==> config.mk <==
export PLATFORM = sky130hd
export DESIGN_NAME = rtc_bcd_core
export DESIGN_NICKNAME = d
export VERILOG_FILES = /design/src/rtl/rtc_cal_pkg.sv /design/src/rtl/rtc_tick_div.sv /design/src/rtl/rtc_bcd_wrap.sv /design/src/rtl/rtc_hour_step.sv /design/src/rtl/rtc_date_step.sv /design/src/rtl/rtc_bcd_core.sv
export SDC_FILE = /design/constraint.sdc
export NUM_CORES = 1
export LEC_CHECK = 0
export ABC_CLOCK_PERIOD_IN_PS = 4000
export CORE_AREA = 2 2 77 86
export DETAILED_ROUTE_END_ITERATION = 16
export DIE_AREA = 0 0 79 88
export DONT_BUFFER_PORTS = 1
export PLACE_DENSITY = 0.87
export SYNTH_ARGS = -nofsm -noshare
export SYNTH_HDL_FRONTEND = slang
export SYNTH_SLANG_ARGS = --single-unit
==> constraint.sdc <==
create_clock -name clk -period 4 [get_ports clk]
set_input_delay 0.4 -clock clk [delete_from_list [all_inputs] [get_ports clk]]
set_output_delay 0.4 -clock clk [all_outputs]
set_load 0.02 [all_outputs]
==> src/rtl/rtc_cal_pkg.sv <==
package rtc_cal_pkg;
  localparam int NREG = 8;
  localparam int RW   = 8;
  localparam int IW   = NREG * RW;

  localparam int IDX_HUND = 0;
  localparam int IDX_SEC  = 1;
  localparam int IDX_MIN  = 2;
  localparam int IDX_HOUR = 3;
  localparam int IDX_DAY  = 4;
  localparam int IDX_DATE = 5;
  localparam int IDX_MON  = 6;
  localparam int IDX_YEAR = 7;

  localparam logic [IW-1:0] REG_MASK    = 64'hFF1F_3F37_BF7F_7FFF;
  localparam logic [IW-1:0] RESET_IMAGE = 64'h0001_0131_0000_0000;

  function automatic logic [7:0] bcd_inc(input logic [7:0] v);
    if (v[3:0] == 4'd9) return {v[7:4] + 4'd1, 4'd0};
    else                return {v[7:4], v[3:0] + 4'd1};
  endfunction

  function automatic logic [7:0] wrap_top(input int idx);
    if (idx == IDX_HUND) return 8'h99;
    else                 return 8'h59;
  endfunction

  function automatic logic [7:0] month_len(input logic [7:0] mon, input logic [7:0] yr);
    logic [4:0] sum;
    logic       leap;
    sum  = {yr[7:4], 1'b0} + {1'b0, yr[3:0]};
    leap = (sum[1:0] == 2'b00);
    case (mon)
      8'h02:                      return leap ? 8'h29 : 8'h28;
      8'h04, 8'h06, 8'h09, 8'h11: return 8'h30;
      default:                    return 8'h31;
    endcase
  endfunction
endpackage

==> src/rtl/rtc_tick_div.sv <==
module rtc_tick_div #(
  parameter int TICKS = 2
) (
  input  logic clk,
  input  logic rst,
  input  logic tick_en,
  input  logic clear,
  input  logic hold,
  output logic step
);
  localparam int CW = (TICKS > 1) ? $clog2(TICKS) : 1;
  localparam logic [CW-1:0] LAST = CW'(TICKS - 1);

  logic [CW-1:0] cnt;
  logic          live;

  assign live = tick_en && !clear && !hold;
  assign step = live && (cnt == LAST);

  always_ff @(posedge clk) begin
    if (rst || clear)  cnt <= '0;
    else if (step)     cnt <= '0;
    else if (live)     cnt <= cnt + CW'(1);
  end

  a_r3_cnt_range: assert property (@(posedge clk) disable iff (rst)
    cnt <= LAST);
  a_r3_clear_zero: assert property (@(posedge clk) disable iff (rst)
    clear |=> (cnt == '0));
  a_r10_hold_cnt: assert property (@(posedge clk) disable iff (rst)
    (hold && !clear) |=> $stable(cnt));
endmodule

==> src/rtl/rtc_bcd_wrap.sv <==
module rtc_bcd_wrap #(
  parameter logic [7:0] TOP = 8'h59
) (
  input  logic [7:0] cur,
  input  logic       en,
  output logic [7:0] nxt,
  output logic       carry
);
  import rtc_cal_pkg::*;
  logic at_top;
  assign at_top = (cur == TOP);
  assign carry  = en && at_top;
  always_comb begin
    if (!en)        nxt = cur;
    else if (at_top) nxt = 8'h00;
    else            nxt = bcd_inc(cur);
  end
endmodule

==> src/rtl/rtc_hour_step.sv <==
module rtc_hour_step (
  input  logic [7:0] cur,
  input  logic       en,
  output logic [7:0] nxt,
  output logic       day_carry
);
  import rtc_cal_pkg::*;
  logic       mode12;
  logic       pm;
  logic [7:0] h12;
  logic [7:0] h24;

  assign mode12 = cur[7];
  assign pm     = cur[5];
  assign h12    = {3'b000, cur[4:0]};
  assign h24    = {2'b00, cur[5:0]};

  always_comb begin
    nxt       = cur;
    day_carry = 1'b0;
    if (en) begin
      if (!mode12) begin
        if (h24 == 8'h23) begin
          nxt       = 8'h00;
          day_carry = 1'b1;
        end else begin
          nxt = {2'b00, bcd_inc(h24)[5:0]};
        end
      end else begin
        if (h12 == 8'h12) begin
          nxt = {1'b1, 1'b0, pm, 5'h01};
        end else if (h12 == 8'h11) begin
          nxt       = {1'b1, 1'b0, !pm, 5'h12};
          day_carry = pm;
        end else begin
          nxt = {1'b1, 1'b0, pm, bcd_inc(h12)[4:0]};
        end
      end
    end
  end
endmodule

==> src/rtl/rtc_date_step.sv <==
module rtc_date_step (
  input  logic [7:0] day_cur,
  input  logic [7:0] date_cur,
  input  logic [7:0] mon_cur,
  input  logic [7:0] year_cur,
  input  logic       en,
  output logic [7:0] day_nxt,
  output logic [7:0] date_nxt,
  output logic [7:0] mon_nxt,
  output logic       year_carry
);
  import rtc_cal_pkg::*;
  logic [7:0] last_date;
  logic [2:0] dow_nxt;

  assign last_date = month_len(mon_cur, year_cur);
  assign dow_nxt   = (day_cur[2:0] == 3'd7) ? 3'd1 : day_cur[2:0] + 3'd1;

  always_comb begin
    day_nxt    = day_cur;
    date_nxt   = date_cur;
    mon_nxt    = mon_cur;
    year_carry = 1'b0;
    if (en) begin
      day_nxt = {day_cur[7:3], dow_nxt};
      if (date_cur == last_date) begin
        date_nxt = 8'h01;
        if (mon_cur == 8'h12) begin
          mon_nxt    = 8'h01;
          year_carry = 1'b1;
        end else begin
          mon_nxt = bcd_inc(mon_cur);
        end
      end else begin
        date_nxt = bcd_inc(date_cur);
      end
    end
  end
endmodule

==> src/rtl/rtc_bcd_core.sv <==
module rtc_bcd_core #(
  parameter int TICKS_PER_HUND = 2
) (
  input  logic        clk,
  input  logic        rst,
  input  logic        tick_en,
  input  logic        ld_en,
  input  logic [63:0] ld_data,
  input  logic        xfer_rst_n,
  output logic [63:0] time_q,
  output logic        abort_req
);
  import rtc_cal_pkg::*;
  localparam int NFAST = 3;

  logic             step;
  logic             osc_off;
  logic             rst_ignore;
  logic [7:0]       cur [NREG];
  logic [7:0]       nxt [NREG];
  logic [NFAST:0]   chain;
  logic             day_cy;
  logic             year_cy;
  logic             year_wrap_cy;
  logic [IW-1:0]    next_img;

  assign osc_off    = time_q[IDX_DAY*RW + 5];
  assign rst_ignore = time_q[IDX_DAY*RW + 4];

  rtc_tick_div #(.TICKS(TICKS_PER_HUND)) u_div (
    .clk(clk), .rst(rst), .tick_en(tick_en),
    .clear(ld_en), .hold(osc_off), .step(step)
  );

  genvar gi;
  generate
    for (gi = 0; gi < NREG; gi++) begin : g_slice
      assign cur[gi]              = time_q[gi*RW +: RW];
      assign next_img[gi*RW +: RW] = nxt[gi];
    end
  endgenerate

  assign chain[0] = step;
  generate
    for (gi = 0; gi < NFAST; gi++) begin : g_fast
      rtc_bcd_wrap #(.TOP(wrap_top(gi))) u_wrap (
        .cur(cur[gi]), .en(chain[gi]), .nxt(nxt[gi]), .carry(chain[gi+1])
      );
    end
  endgenerate

  rtc_hour_step u_hour (
    .cur(cur[IDX_HOUR]), .en(chain[NFAST]),
    .nxt(nxt[IDX_HOUR]), .day_carry(day_cy)
  );

  rtc_date_step u_date (
    .day_cur(cur[IDX_DAY]), .date_cur(cur[IDX_DATE]),
    .mon_cur(cur[IDX_MON]), .year_cur(cur[IDX_YEAR]), .en(day_cy),
    .day_nxt(nxt[IDX_DAY]), .date_nxt(nxt[IDX_DATE]),
    .mon_nxt(nxt[IDX_MON]), .year_carry(year_cy)
  );

  rtc_bcd_wrap #(.TOP(8'h99)) u_year (
    .cur(cur[IDX_YEAR]), .en(year_cy), .nxt(nxt[IDX_YEAR]), .carry(year_wrap_cy)
  );

  always_ff @(posedge clk) begin
    if (rst)        time_q <= RESET_IMAGE;
    else if (ld_en) time_q <= ld_data & REG_MASK;
    else if (step)  time_q <= next_img;
  end

  always_ff @(posedge clk) begin
    if (rst) abort_req <= 1'b0;
    else     abort_req <= !rst_ignore && !xfer_rst_n;
  end

  a_r2_load_image: assert property (@(posedge clk) disable iff (rst)
    ld_en |=> (time_q == ($past(ld_data) & REG_MASK)));
  a_r2_zero_bits: assert property (@(posedge clk) disable iff (rst)
    (time_q & ~REG_MASK) == '0);
  a_r10_osc_hold: assert property (@(posedge clk) disable iff (rst)
    (osc_off && !ld_en) |=> $stable(time_q));
  a_r4_hund_wrap: assert property (@(posedge clk) disable iff (rst)
    (step && cur[IDX_HUND] == 8'h99) |=> (time_q[7:0] == 8'h00));
  a_r5_hour24_range: assert property (@(posedge clk) disable iff (rst)
    (step && !cur[IDX_HOUR][7] && cur[IDX_HOUR][5:0] <= 6'h23)
      |=> (time_q[IDX_HOUR*RW +: 6] <= 6'h23));
  a_r11_abort: assert property (@(posedge clk) disable iff (rst)
    (!rst_ignore && !xfer_rst_n) |=> abort_req);
  a_r9_year_wrap: assert property (@(posedge clk) disable iff (rst)
    (step && year_wrap_cy) |=> (time_q[IDX_YEAR*RW +: RW] == 8'h00));
endmodule

==> summary.txt, run 1 <==
STA
  – Setup_tns: 0 ns
  – Clock Skew: 0.00890 ns
  – Max Slew Vio Count: 0
  – Setup ws final: 0.665 ns
  – Worst slew pin tran: 1.01 ns
  – Final Cycle Share: 83.4%
  – Min Hold Slack: 0.124 ns
  – Worst relative slew slack: 32.4%
  – RSZ-0062 raised after global routing: no
  – F_max: 0.300 GHz
  – Final setup vio count: 0
  – Post-layout minimum cycle time: 3.33 ns
  – Hold Vio Cnt, Final: 0

Global route
  – Total GRT Usage: 31.4%
  – First-pass GRT wire length: 17.4 mm
  – Largest net degree at the start of global routing: 51
  – GRT overflow: 0
  – Initial antenna violation count: 1
  – Vias in the first global route: 3,722

Pwr
  – Sw Ratio: 26.9%
  – Cell-internal power: 0.00117 W
  – Worst vdd ir: 222 uV
  – Power density cells: 369 nW/um^2
  – Clock share of power: 43.6%
  – Leak Pwr: 1.56 nW
  – Logic pwr share: 9.4%
  – NetSw: 0.000429 W
  – Register share of total power: 47.0%

Logic synthesis
  – Top cells by area, synth: dfxtp_1, ha_1, nand2_1
  – FF+latch count, synth: 62
  – FFs w/ async S/R, synth: 0%
  – Most area-hungry cell type in the Yosys netlist: dfxtp_1
  – Largest family of logic cells by synthesized area: simple AND/OR/NAND/NOR gates
  – Synthesized area: 4080 sq um
  – Xor-xnor portion of the synthesized cell area: 2.58%
  – Mux cell area share after synthesis: 1.78%
  – Avg Cell Area, Syn: 7.75 sq um
  – Seq/Total Area, Yosys: 30.4%
  – Synth cell types: 67
  – Top cell type's share of synthesized area: 30.4%
  – Synth Area in Adders: 7.67%
  – Post-synth EDFFs: 0
  – Simple-gate share of the synthesized area: 29.7%
  – Syn. warnings: 0
  – Complex-gate fraction of the synthesized area: 21.5%
  – Synth Instances: 526
  – Synth Flop Type: dfxtp_1

Worst setup path
  – CP Capture Type: register
  – R2r startpoint: time_q[48]$_SDFFE_PP1P_
  – Critical path launch point type: register
  – Crit path max-delay cell type: nor4_1
  – R2R Setup Slk: 0.67 ns
  – FF-to-FF End: time_q[55]$_SDFFE_PP0P_
  – Crit path kind: register to register
  – Critical Path AT: 3.59 ns
  – Worst Reg-to-Reg Cells: 6
  – WP data required: 4.26 ns
  – Crit path max fanout: 15
  – Worst stage delay on the critical path: 0.80 ns
  – Ordered cell list for the critical path: nor2b_1 -> a32oi_1 -> nor4_1 -> o211ai_1 -> or4_1 -> a21oi_1

Drt
  – Top Metal Used: met4
  – Met1 WL: 4.35 mm
  – Via count: 3,916
  – Final Routed Wirelength: 10.8 mm
  – Antenna-violating nets left: 0
  – Metal2 WL: 5.56 mm
  – Met3 wire len: 710 um
  – Initial DRC count: 273
  – # DRC: 0
  – DR vias/cell: 6.58
  – TritonRoute pass-1 iters: 4
  – Wire per inst: 18.2 um

Run
  – Max_cap viols: 0

Floorplan
  – Initial core utilization: 67.1%
  – Die Wd: 79 um
  – Die area: 6950 sq um
  – Row Count: 30
  – Vert. Die Dim: 88 um
  – Core Region: 6080 sq um
  – # IOs: 134

Clocking
  – Clock Sink Count: 62
  – Reg clk slew, reported paths: 0.07 ns
  – TritonCTS clock tree: yes
  – # hold bufs at CTS: 0
  – CTS HTree Levels: 3
  – Clock Path Buffers: 2
  – CTS resizes: 0
  – TritonCTS buffer count: 9
  – Clk root buf: clkbuf_8
  – Setup bufs post-CTS: 0
  – Clk_lat worst skew: 0.34 ns

Final layout
  – Multi-input gate area: 2600 sq um
  – Final core utilization: 71.2%
  – Fin cells: 595
  – Layout cell share with drive strength beyond 1: 6.61%
  – Final net count: 603
  – Area delta synth->final: 6.13%
  – Fillers: 499
  – Total area of sequential cells: 1240 sq um

Place
  – GP Congestion: 0.912
  – Placed insts: 578
  – Post-DP HPWL: 7.58 mm
  – Place WS: 0.729 ns
  – IO buf count: 0

Hold path
  – Worst Hold Endpoint: abort_req$_SDFF_PP0_
  – Worst hold stages: 1
  – Hold Path Origin: xfer_rst_n
  – Worst hold path type: input pin to register

Status
  – Outcome: completed
==> area by class of cell <==
class | count | share of cell area (%)
Multi-Input combinational cell | 406 | 60.0
Antenna cell | 1 | 0.0578
Tap cell | 80 | 2.31
Clock inverter | 3 | 2.08
Clock buffer | 13 | 3.67
Sequential cell | 62 | 28.7
Timing Repair Buffer | 7 | 1.21
Inverter | 23 | 1.99
==> critical path: cells and delay by family, from the launching register on <==
family             cells  cell delay [ns]
and+or+nand+nor        3             1.77
AOI/OAI and AO/OA      3             0.89
DFF                    1             0.60
==> cells by family after synthesis <==
family | Yosys count
compound gates | 130
mux | 7
simple gates | 228
fa+ha+maj | 25
buf+inv | 61
flops | 62
xor+xnor | 12
other cells | 1
==> cells in the mapped netlist (2+ instances only) <==
master	count
dfxtp_1	62
nand2_1	51
nor2_1	45
a21oi_1	31
nand3_1	28
o21ai_0	26
clkbuf_1	25
ha_1	25
inv_1	23
nor3_1	21
a31oi_1	13
or4_1	10
xnor2_1	9
o211ai_1	8
or3_1	8
a211oi_1	7
nand3b_1	7
nand4_1	7
a221oi_1	6
a311oi_1	6
and2_1	6
and3b_1	6
nor2b_1	6
nor4_1	6
and3_1	5
buf_1	5
buf_4	5
mux2i_1	5
or2_2	5
nand2b_1	4
nor3b_1	4
o31ai_1	4
a22oi_1	3
xor2_1	3
a211o_1	2
a32oi_1	2
buf_2	2
mux2_2	2
o2111ai_1	2
o311ai_0	2
o32a_1	2
or3b_1	2
==> how the worst max path moves through the flow <==
| stage | from | endpoint | depth (start not counted) |
|---|---|---|---|
| 2_1_floorplan | time_q[48]$_SDFFE_PP1P_ | time_q[58]$_SDFFE_PP0P_ | 8 |
| 3_3_place_gp | time_q[52]$_SDFFE_PP0P_ | time_q[55]$_SDFFE_PP0P_ | 7 |
| 3_5_place_dp | time_q[52]$_SDFFE_PP0P_ | time_q[55]$_SDFFE_PP0P_ | 7 |
| 4_1_cts | time_q[52]$_SDFFE_PP0P_ | time_q[55]$_SDFFE_PP0P_ | 7 |
| 5_1_grt | time_q[52]$_SDFFE_PP0P_ | time_q[55]$_SDFFE_PP0P_ | 7 |
| 6_report | time_q[48]$_SDFFE_PP1P_ | time_q[55]$_SDFFE_PP0P_ | 6 |
==> registers in the layout, summed over array words and instances, names as in the netlist <==
signal     count
abort_req      1
time_q        60
u_div.cnt      1
==> power groups by stage <==
stage          logic (W)  registers [W]  clock network (W)
5_1_grt         0.000171       0.000757           0.000734
3_3_place_gp    0.000139       0.000761                  0
6_report        0.000151       0.000751           0.000696
2_1_floorplan   0.000150       0.000739                  0
3_5_place_dp    0.000148       0.000763                  0
4_1_cts         0.000150       0.000750           0.000698
==> metrics by stage <==
stage,power [W],area (sq um)
2_1_floorplan,0.000890,4090
5_1_grt,0.00166,4330
3_3_place_gp,0.000900,4080
6_report,0.00160,4330
3_5_place_dp,0.000911,4080
4_1_cts,0.00160,4330
==> metal layers <==
metal / global-route usage, % / vias to the layer above
met1: 35.2 / 1853
met3: 7.32 / 28
li1: - / 1894
met4: 13.2 / 0
met2: 57.2 / 141
met5: 0 / -
==> cell usage in the layout, fill, tap and decap left out, types with 3 or more instances in the layout <==
cell,synthesis,routed
a211oi_1,7,7
a21oi_1,31,31
a221oi_1,6,6
a22oi_1,3,3
a311oi_1,6,6
a31oi_1,13,13
and2_1,6,6
and3_1,5,5
and3b_1,6,6
buf_4,5,7
bufinv_16,0,3
clkbuf_8,0,11
conb_1,1,4
dfxtp_1,62,62
ha_1,25,25
inv_1,23,23
mux2i_1,5,5
nand2_1,51,51
nand2b_1,4,4
nand3_1,28,28
nand3b_1,7,7
nand4_1,7,7
nor2_1,45,45
nor2b_1,6,6
nor3_1,21,21
nor3b_1,4,4
nor4_1,6,6
o211ai_1,8,8
o21ai_0,26,26
o31ai_1,4,4
or2_2,5,5
or3_1,8,8
or4_1,10,10
xnor2_1,9,9
xor2_1,3,3
Note: power is estimated with default switching activity, not from simulation.
==> run 2: changes to the inputs <==
--- a/config.mk
+++ b/config.mk
@@ -5,12 +5,13 @@
 export SDC_FILE = /design/constraint.sdc
 export NUM_CORES = 1
 export LEC_CHECK = 0
-export ABC_CLOCK_PERIOD_IN_PS = 4000
-export CORE_AREA = 2 2 77 86
+export ABC_AREA = 1
+export ABC_CLOCK_PERIOD_IN_PS = 3250
+export CORE_AREA = 2 2 80 90
 export DETAILED_ROUTE_END_ITERATION = 16
-export DIE_AREA = 0 0 79 88
+export DIE_AREA = 0 0 82 92
 export DONT_BUFFER_PORTS = 1
-export PLACE_DENSITY = 0.87
+export PLACE_DENSITY = 0.83
 export SYNTH_ARGS = -nofsm -noshare
 export SYNTH_HDL_FRONTEND = slang
 export SYNTH_SLANG_ARGS = --single-unit
==> constraint.sdc (replaced) <==
create_clock -name clk -period 3.25 [get_ports clk]
set_input_delay 0.325 -clock clk [delete_from_list [all_inputs] [get_ports clk]]
set_output_delay 0.325 -clock clk [all_outputs]
set_load 0.02 [all_outputs]
==> summary.txt, run 2 <==
Drt
  – DR vias/cell: 5.90 (-10%)
  – TritonRoute pass-1 iters: 5 (+1)
  – Wire per inst: 15.2 um (-16%)
  – Final Routed Wirelength: 10.7 mm (-1.6%)
  – Antenna-violating nets left: 0 (unchanged)
  – Initial DRC count: 231 (-15%)
  – Via count: 4,133 (+5.5%)
  – # DRC: 0 (unchanged)

Place
  – IO buf count: 0 (unchanged)
  – Post-DP HPWL: 7.77 mm (+2.6%)
  – GP Congestion: 0.977 (+7.0%)

Logic synthesis
  – Count leader, synth: nand2_1
  – Top cell type's share of synthesized area: 29.8% (-0.68 points)
  – Synth Instances: 617 (+17%)
  – Post-synth top cells: nand2_1, inv_1, nor2_1
  – Syn. warnings: 0 (unchanged)
  – Mux cell area share after synthesis: 0% (-1.8 points)
  – Post-synth EDFFs: 0 (unchanged)
  – FF+latch count, synth: 62 (unchanged)
  – Most area-hungry cell type in the Yosys netlist: dfxtp_1
  – Synth Area in Adders: 7.50% (-0.17 points)
  – Synth cell types: 40 (-40%)
  – Largest family of logic cells by synthesized area: simple AND/OR/NAND/NOR gates
  – Top cells by area, synth: dfxtp_1, nand2_1, nand3_1
  – Complex-gate fraction of the synthesized area: 13.6% (-7.8 points)
  – Synth Flop Type: dfxtp_1
  – Seq/Total Area, Yosys: 29.8% (-0.68 points)
  – Simple-gate share of the synthesized area: 35.4% (+5.7 points)
  – Avg Cell Area, Syn: 6.76 sq um (-13%)
  – Synthesized area: 4170 sq um (+2.3%)
  – Xor-xnor portion of the synthesized cell area: 3.99% (+1.4 points)
  – FFs w/ async S/R, synth: 0% (unchanged)

Worst setup path
  – Critical path launch point type: register
  – CP Capture Type: register
  – Critical Path AT: 2.60 ns (-0.99 ns)
  – Crit path max fanout: 8 (-7)
  – Crit path kind: register to register
  – WP data required: 3.44 ns (-0.82 ns)

Final layout
  – Most frequent cells in the layout: nand2_1, inv_1, nor2_1
  – Fillers: 604 (+21%)
  – # diodes: 0 (-1)
  – Final net count: 704 (+17%)
  – Layout cell share with drive strength beyond 1: 7.97% (+1.4 points)
  – Top Registers: time_q: 60 flops, abort_req: 1 flops, u_div.cnt: 1 flops
  – Commonest non-fill, non-tap cell in the layout: nand2_1
  – Number of flip-flops under the largest register name: 60 (unchanged)
  – Multi-input gate area: 2540 sq um (-2.3%)
  – Largest register by flop count: time_q
  – Total area of sequential cells: 1240 sq um (unchanged)
  – Area delta synth->final: 4.98%

Floorplan
  – Row Count: 32 (+6.7%)
  – Die area: 7540 sq um (+8.5%)
  – Die Wd: 82 um (+3.8%)
  – # IOs: 134 (unchanged)
  – Initial core utilization: 62.0% (-5.1 points)
  – Vert. Die Dim: 92 um (+4.5%)
  – Core Region: 6730 sq um (+11%)

Hold path
  – Worst hold path type: input pin to register

Global route
  – Total GRT Usage: 28.8% (-2.6 points)
  – Initial antenna violation count: 0 (-1)
  – Largest net degree at the start of global routing: 62 (+22%)
  – Vias in the first global route: 3,960 (+6.4%)
  – First-pass GRT wire length: 17.1 mm (-1.8%)
  – GRT overflow: 0 (unchanged)

Clocking
  – TritonCTS clock tree: yes
  – # hold bufs at CTS: 0 (unchanged)
  – CTS HTree Levels: 3 (unchanged)
  – Clk root buf: clkbuf_8
  – Reg clk slew, reported paths: 0.07 ns (about the same)
  – Clock Sink Count: 62 (unchanged)
  – TritonCTS buffer count: 9 (unchanged)
  – Clk_lat worst skew: 0.35 ns (about the same)
  – CTS resizes: 0 (unchanged)
  – Setup bufs post-CTS: 0 (unchanged)
  – Clock Path Buffers: 2 (unchanged)

STA
  – Final setup vio count: 0 (unchanged)
  – Hold Vio Cnt, Final: 0 (unchanged)
  – Min Hold Slack: 0.0399 ns (-0.0842 ns)
  – Setup_tns: 0 ns (unchanged)
  – Max Slew Vio Count: 0 (unchanged)
  – F_max: 0.414 GHz (+38%)
  – Post-layout minimum cycle time: 2.41 ns (-0.921 ns)
  – Final Cycle Share: 74.3% (-9.1 points)
  – Worst slew pin tran: 0.740 ns (-0.269 ns)
  – Clock Skew: 0.0142 ns (+0.00529 ns)
  – Worst relative slew slack: 50.6% (+18 points)
  – RSZ-0062 raised after global routing: no

Pwr
  – Worst vdd ir: 288 uV (+30%)
  – Power density cells: 409 nW/um^2 (+11%)
  – Leak Pwr: 1.84 nW (+18%)
  – Power after layout: 0.00179 W (+12%)

Run
  – Max_cap viols: 0 (unchanged)

Status
  – Outcome: completed
==> run 2: cell count changes after synthesis, moves of 9 or more <==
cell      change
clkbuf_1     -11
inv_1        +48
xor2_1       +11
or4_1        -10
nand2_1      +72
nor2_4        +9
nor2_1       +23
nand3_1      +36
==> run 2: worst paths after layout <==
| path | slack (ns) | from | to | cells after the start |
|---|---|---|---|---|
| max | 0.84 | time_q[4]$_SDFFE_PP0P_ | time_q[40]$_SDFFE_PP1P_ | 10 |
| min | 0.04 | rst | time_q[26]$_SDFFE_PP0P_ | 1 |
| max reg2reg | 0.84 | time_q[4]$_SDFFE_PP0P_ | time_q[40]$_SDFFE_PP1P_ | 10 |
| min reg2reg | 0.54 | u_div.cnt$_SDFFE_PP0N_ | u_div.cnt$_SDFFE_PP0N_ | 2 |
==> run 2: worst max-delay path, stage by stage (launching register included) <==
cell and delay, ns:
dfxtp_1 0.53, ha_1 0.21, nand3_1 0.14, nor2_2 0.25
nand3_4 0.12, nor2_4 0.15, nand4_1 0.26, nand2_1 0.31
inv_1 0.13, nand2_1 0.08, nand4_1 0.09
==> run 2: cell type report <==
| class | instances | share of cell area (%) |
|---|---|---|
| Clock inverter | 4 | 1.03 |
| Inverter | 76 | 6.51 |
| Clock buffer | 12 | 3.54 |
| Sequential cell | 62 | 28.3 |
| Tap cell | 85 | 2.43 |
| Multi-Input combinational cell | 460 | 58.0 |
| Timing Repair Buffer | 1 | 0.171 |
==> run 2: logic make-up (layout without fill, tap and decap cells) <==
family,after synthesis,count (layout)
AOI/OAI and AO/OA,96,96
buffers and inverters,98,93
DFF,62,62
xor gates and xnor gates,19,19
and+or+nand+nor,316,316
other,1,4
adders and majority gates,25,25
==> run 2: per-stage QoR <==
stage | cells | setup slack [ns] | util, % | area, sq um
6_report | 700 | 0.836 | 65.1 | 4380
5_1_grt | 700 | 0.639 | 65.1 | 4380
4_1_cts | 700 | 0.862 | 65.1 | 4380
3_5_place_dp | 684 | 0.869 | 62.1 | 4180
3_3_place_gp | 684 | 0.944 | 62.1 | 4180
2_1_floorplan | 620 | 1.25 | - | 4180
==> run 2: where the power goes <==
group | total, W | switching (W) | internal (W)
sequential | 0.000905 | 0.000107 | 0.000798
clock | 0.000693 | 0.000301 | 0.000392
combinational | 0.000195 | 0.000118 | 0.0000762
total | 0.00179 | 0.000526 | 0.00127
==> run 2: metal layers <==
metal	share of wire, %	wire length [um]	global-route usage, %	up-vias
li1	-	-	-	2034
met1	40	4290	32.1	1883
met2	48	5140	48.4	183
met3	8.7	926	8.37	33
met4	3.0	316	15.3	0
met5	0	0	0	-
==> run 3: changes to the inputs <==
--- a/config.mk
+++ b/config.mk
@@ -5,13 +5,13 @@
 export SDC_FILE = /design/constraint.sdc
 export NUM_CORES = 1
 export LEC_CHECK = 0
-export ABC_AREA = 1
-export ABC_CLOCK_PERIOD_IN_PS = 3250
-export CORE_AREA = 2 2 80 90
+export ABC_AREA = 0
+export ABC_CLOCK_PERIOD_IN_PS = 2300
+export CORE_AREA = 2 2 80 89
 export DETAILED_ROUTE_END_ITERATION = 16
-export DIE_AREA = 0 0 82 92
+export DIE_AREA = 0 0 82 91
 export DONT_BUFFER_PORTS = 1
-export PLACE_DENSITY = 0.83
+export PLACE_DENSITY = 0.82
 export SYNTH_ARGS = -nofsm -noshare
 export SYNTH_HDL_FRONTEND = slang
 export SYNTH_SLANG_ARGS = --single-unit
==> constraint.sdc (replaced) <==
create_clock -name clk -period 2.3 [get_ports clk]
set_input_delay 0.23 -clock clk [delete_from_list [all_inputs] [get_ports clk]]
set_output_delay 0.23 -clock clk [all_outputs]
set_load 0.02 [all_outputs]
==> summary.txt, run 3 (same netlist as run 1, synthesis figures left out) <==
Status
  – Failing checks: negative setup slack
  – Outcome: complete, but fails checks

STA
  – Setup_tns: -6.58 ns (-6.58 ns)
  – Clock Skew: 0.00817 ns (-0.00602 ns)
  – Max Slew Vio Count: 0 (unchanged)
  – RSZ-0062 raised after global routing: yes
  – Final setup vio count: 27 (+27)
  – Worst relative slew slack: 62.0% (+11 points)
  – Worst slew pin tran: 0.565 ns (-0.175 ns)
  – Post-layout minimum cycle time: 2.72 ns (+0.308 ns)
  – Hold Vio Cnt, Final: 0 (unchanged)
  – Final Cycle Share: 118% (+44 points)
  – F_max: 0.367 GHz (-11%)
  – Setup ws final: -0.423 ns (-1.26 ns)

Drt
  – Final Routed Wirelength: 13.8 mm (+29%)
  – Antenna-violating nets left: 0 (unchanged)
  – TritonRoute pass-1 iters: 5 (unchanged)
  – Via count: 4,581 (+11%)
  – # DRC: 0 (unchanged)
  – Wire per inst: 19.9 um (+30%)
  – Initial DRC count: 427 (+85%)
  – DR vias/cell: 6.60 (+12%)

Floorplan
  – Vert. Die Dim: 91 um (-1.1%)
  – Die Wd: 82 um (unchanged)
  – Row Count: 31 (-3.1%)
  – Die area: 7460 sq um (-1.1%)
  – Core Region: 6520 sq um (-3.1%)
  – # IOs: 134 (unchanged)
  – Initial core utilization: 62.6% (+0.58 points)

Worst setup path
  – Crit path max fanout: 5 (-3)
  – WP data required: 2.58 ns (-0.86 ns)
  – CP Capture Type: register
  – Critical Path AT: 3.00 ns (+0.40 ns)
  – Worst Reg-to-Reg Cells: 7 (-3)
  – Critical path launch point type: register
  – Crit path kind: register to register

Pwr
  – NetSw: 0.000804 W (+53%)
  – Worst vdd ir: 460 uV (+60%)
  – Register share of total power: 45.8% (-4.7 points)
  – Power density cells: 490 nW/um^2 (+20%)
  – Cell-internal power: 0.00181 W (+43%)
  – Leak Pwr: 2.11 nW (+14%)
  – Sw Ratio: 30.8% (+1.5 points)
  – Clock share of power: 32.6% (-6.1 points)
  – Logic pwr share: 21.6% (+11 points)

Place
  – Post-DP HPWL: 8.94 mm (+15%)
  – GP Congestion: 0.869 (-11%)
  – Place WS: -0.379 ns (-1.25 ns)
  – DP Area: 4760 sq um (+14%)
  – Placed insts: 668 (-2.3%)
  – IO buf count: 0 (unchanged)

Final layout
  – # diodes: 0 (unchanged)
  – Fin cells: 694 (-0.86%)
  – Final net count: 702 (-0.28%)
  – Commonest non-fill, non-tap cell in the layout: buf_4
  – Top Registers: time_q: 60 flops, abort_req: 1 flops, u_div.cnt: 1 flops
  – Number of flip-flops under the largest register name: 60 (unchanged)
  – Area delta synth->final: 30.5%
  – Finished Cell Area: 5320 sq um (+22%)
  – Most frequent cells in the layout: buf_4, dfxtp_1, nand2_1
  – Largest register by flop count: time_q
  – Layout cell share with drive strength beyond 1: 29.6% (+22 points)

Global route
  – Initial antenna violation count: 0 (unchanged)
  – GRT overflow: 0 (unchanged)
  – First-pass GRT wire length: 20.1 mm (+18%)
  – Total GRT Usage: 34.5% (+5.7 points)
  – Largest net degree at the start of global routing: 51 (-18%)
  – Vias in the first global route: 4,353 (+9.9%)

Hold path
  – Worst hold stages: 2 (+1)
  – Worst hold path type: input pin to register

Clocking
  – TritonCTS clock tree: yes
  – Clk_lat worst skew: 0.35 ns (about the same)
  – TritonCTS buffer count: 9 (unchanged)
  – Clock Path Buffers: 2 (unchanged)
  – Clk root buf: clkbuf_8
  – CTS HTree Levels: 3 (unchanged)
  – Reg clk slew, reported paths: 0.06 ns (about the same)
  – Clock Sink Count: 62 (unchanged)

Run
  – Max_cap viols: 0 (unchanged)
==> run 3: cell count changes in the layout (fill, tap and decap cells not counted), sizes merged, moves of 8 or more <==
cell	change
buf	+104
nor2	-40
or4	+11
inv	-52
nand2	-76
or3	+8
nand3	-40
xor2	-11
==> run 3: per-stage QoR <==
stage | total power, W | utilization, % | hold slack (ns)
global placement | 0.00168 | 73.1 | 0.302
detailed placement | 0.00170 | 73.1 | 0.306
CTS | 0.00258 | 79.3 | 0.00451
finish | 0.00261 | 81.7 | 0.00344
floorplan | 0.00155 | - | 0.301
global route | 0.00271 | 81.7 | 0.00767
==> run 3: path summary, 6_finish.rpt <==
check                                        startpoint                 endpoint  slack (ns)
worst max-delay path            time_q[55]$_SDFFE_PP0P_  time_q[49]$_SDFFE_PP0P_       -0.42
worst min-delay path                                rst  time_q[40]$_SDFFE_PP1P_       0.003
worst max register to register  time_q[55]$_SDFFE_PP0P_  time_q[49]$_SDFFE_PP0P_       -0.42
worst min register to register  time_q[36]$_SDFFE_PP1P_     abort_req$_SDFF_PP0_        0.62
==> run 3: worst max-delay path, stage by stage, from the launching register on <==
cell and delay [ns]:
dfxtp_2 0.32, or4_4 0.57, or4_4 0.52, a21oi_4 0.25, o211ai_1 0.26, buf_4 0.23
or3b_1 0.35, a31oi_1 0.16
==> run 3: cell type report <==
cell class	count	area, sq um
multi-input combinational	406	2870
timing repair buffer	106	848
tap	82	103
fill	412	1190
inverter	23	86.3
clock buffer	14	163
clock inverter	1	5.00
sequential	62	1250
==> run 3: what timing repair did <==
item / 4_1_cts / 5_1_grt
setup endpoints to repair: 28 / 33
pin swaps: 18 / 14
buffers inserted: 6 / 3
hold buffers: 2 / 0
endpoints found under the hold margin: 41 / 0
resized for setup: 34 / 29
gates cloned: 0 / 0
==> run 3: power by group through the flow <==
stage          combinational, W  sequential, W  clock (W)
6_report               0.000565        0.00119   0.000851
5_1_grt                0.000605        0.00120   0.000906
4_1_cts                0.000530        0.00119   0.000854
3_5_place_dp           0.000487        0.00121          0
3_3_place_gp           0.000467        0.00121          0
2_1_floorplan          0.000264        0.00129          0
==> run 3: metal layers <==
metal	global-route usage, %	part of all wire, %	wire (um)	vias to the layer above
li1	-	-	-	2086
met1	38.2	36	4990	2156
met2	59.1	50	6860	270
met3	8.65	9.0	1250	69
met4	18.1	5.1	704	0
met5	0	0	0	-
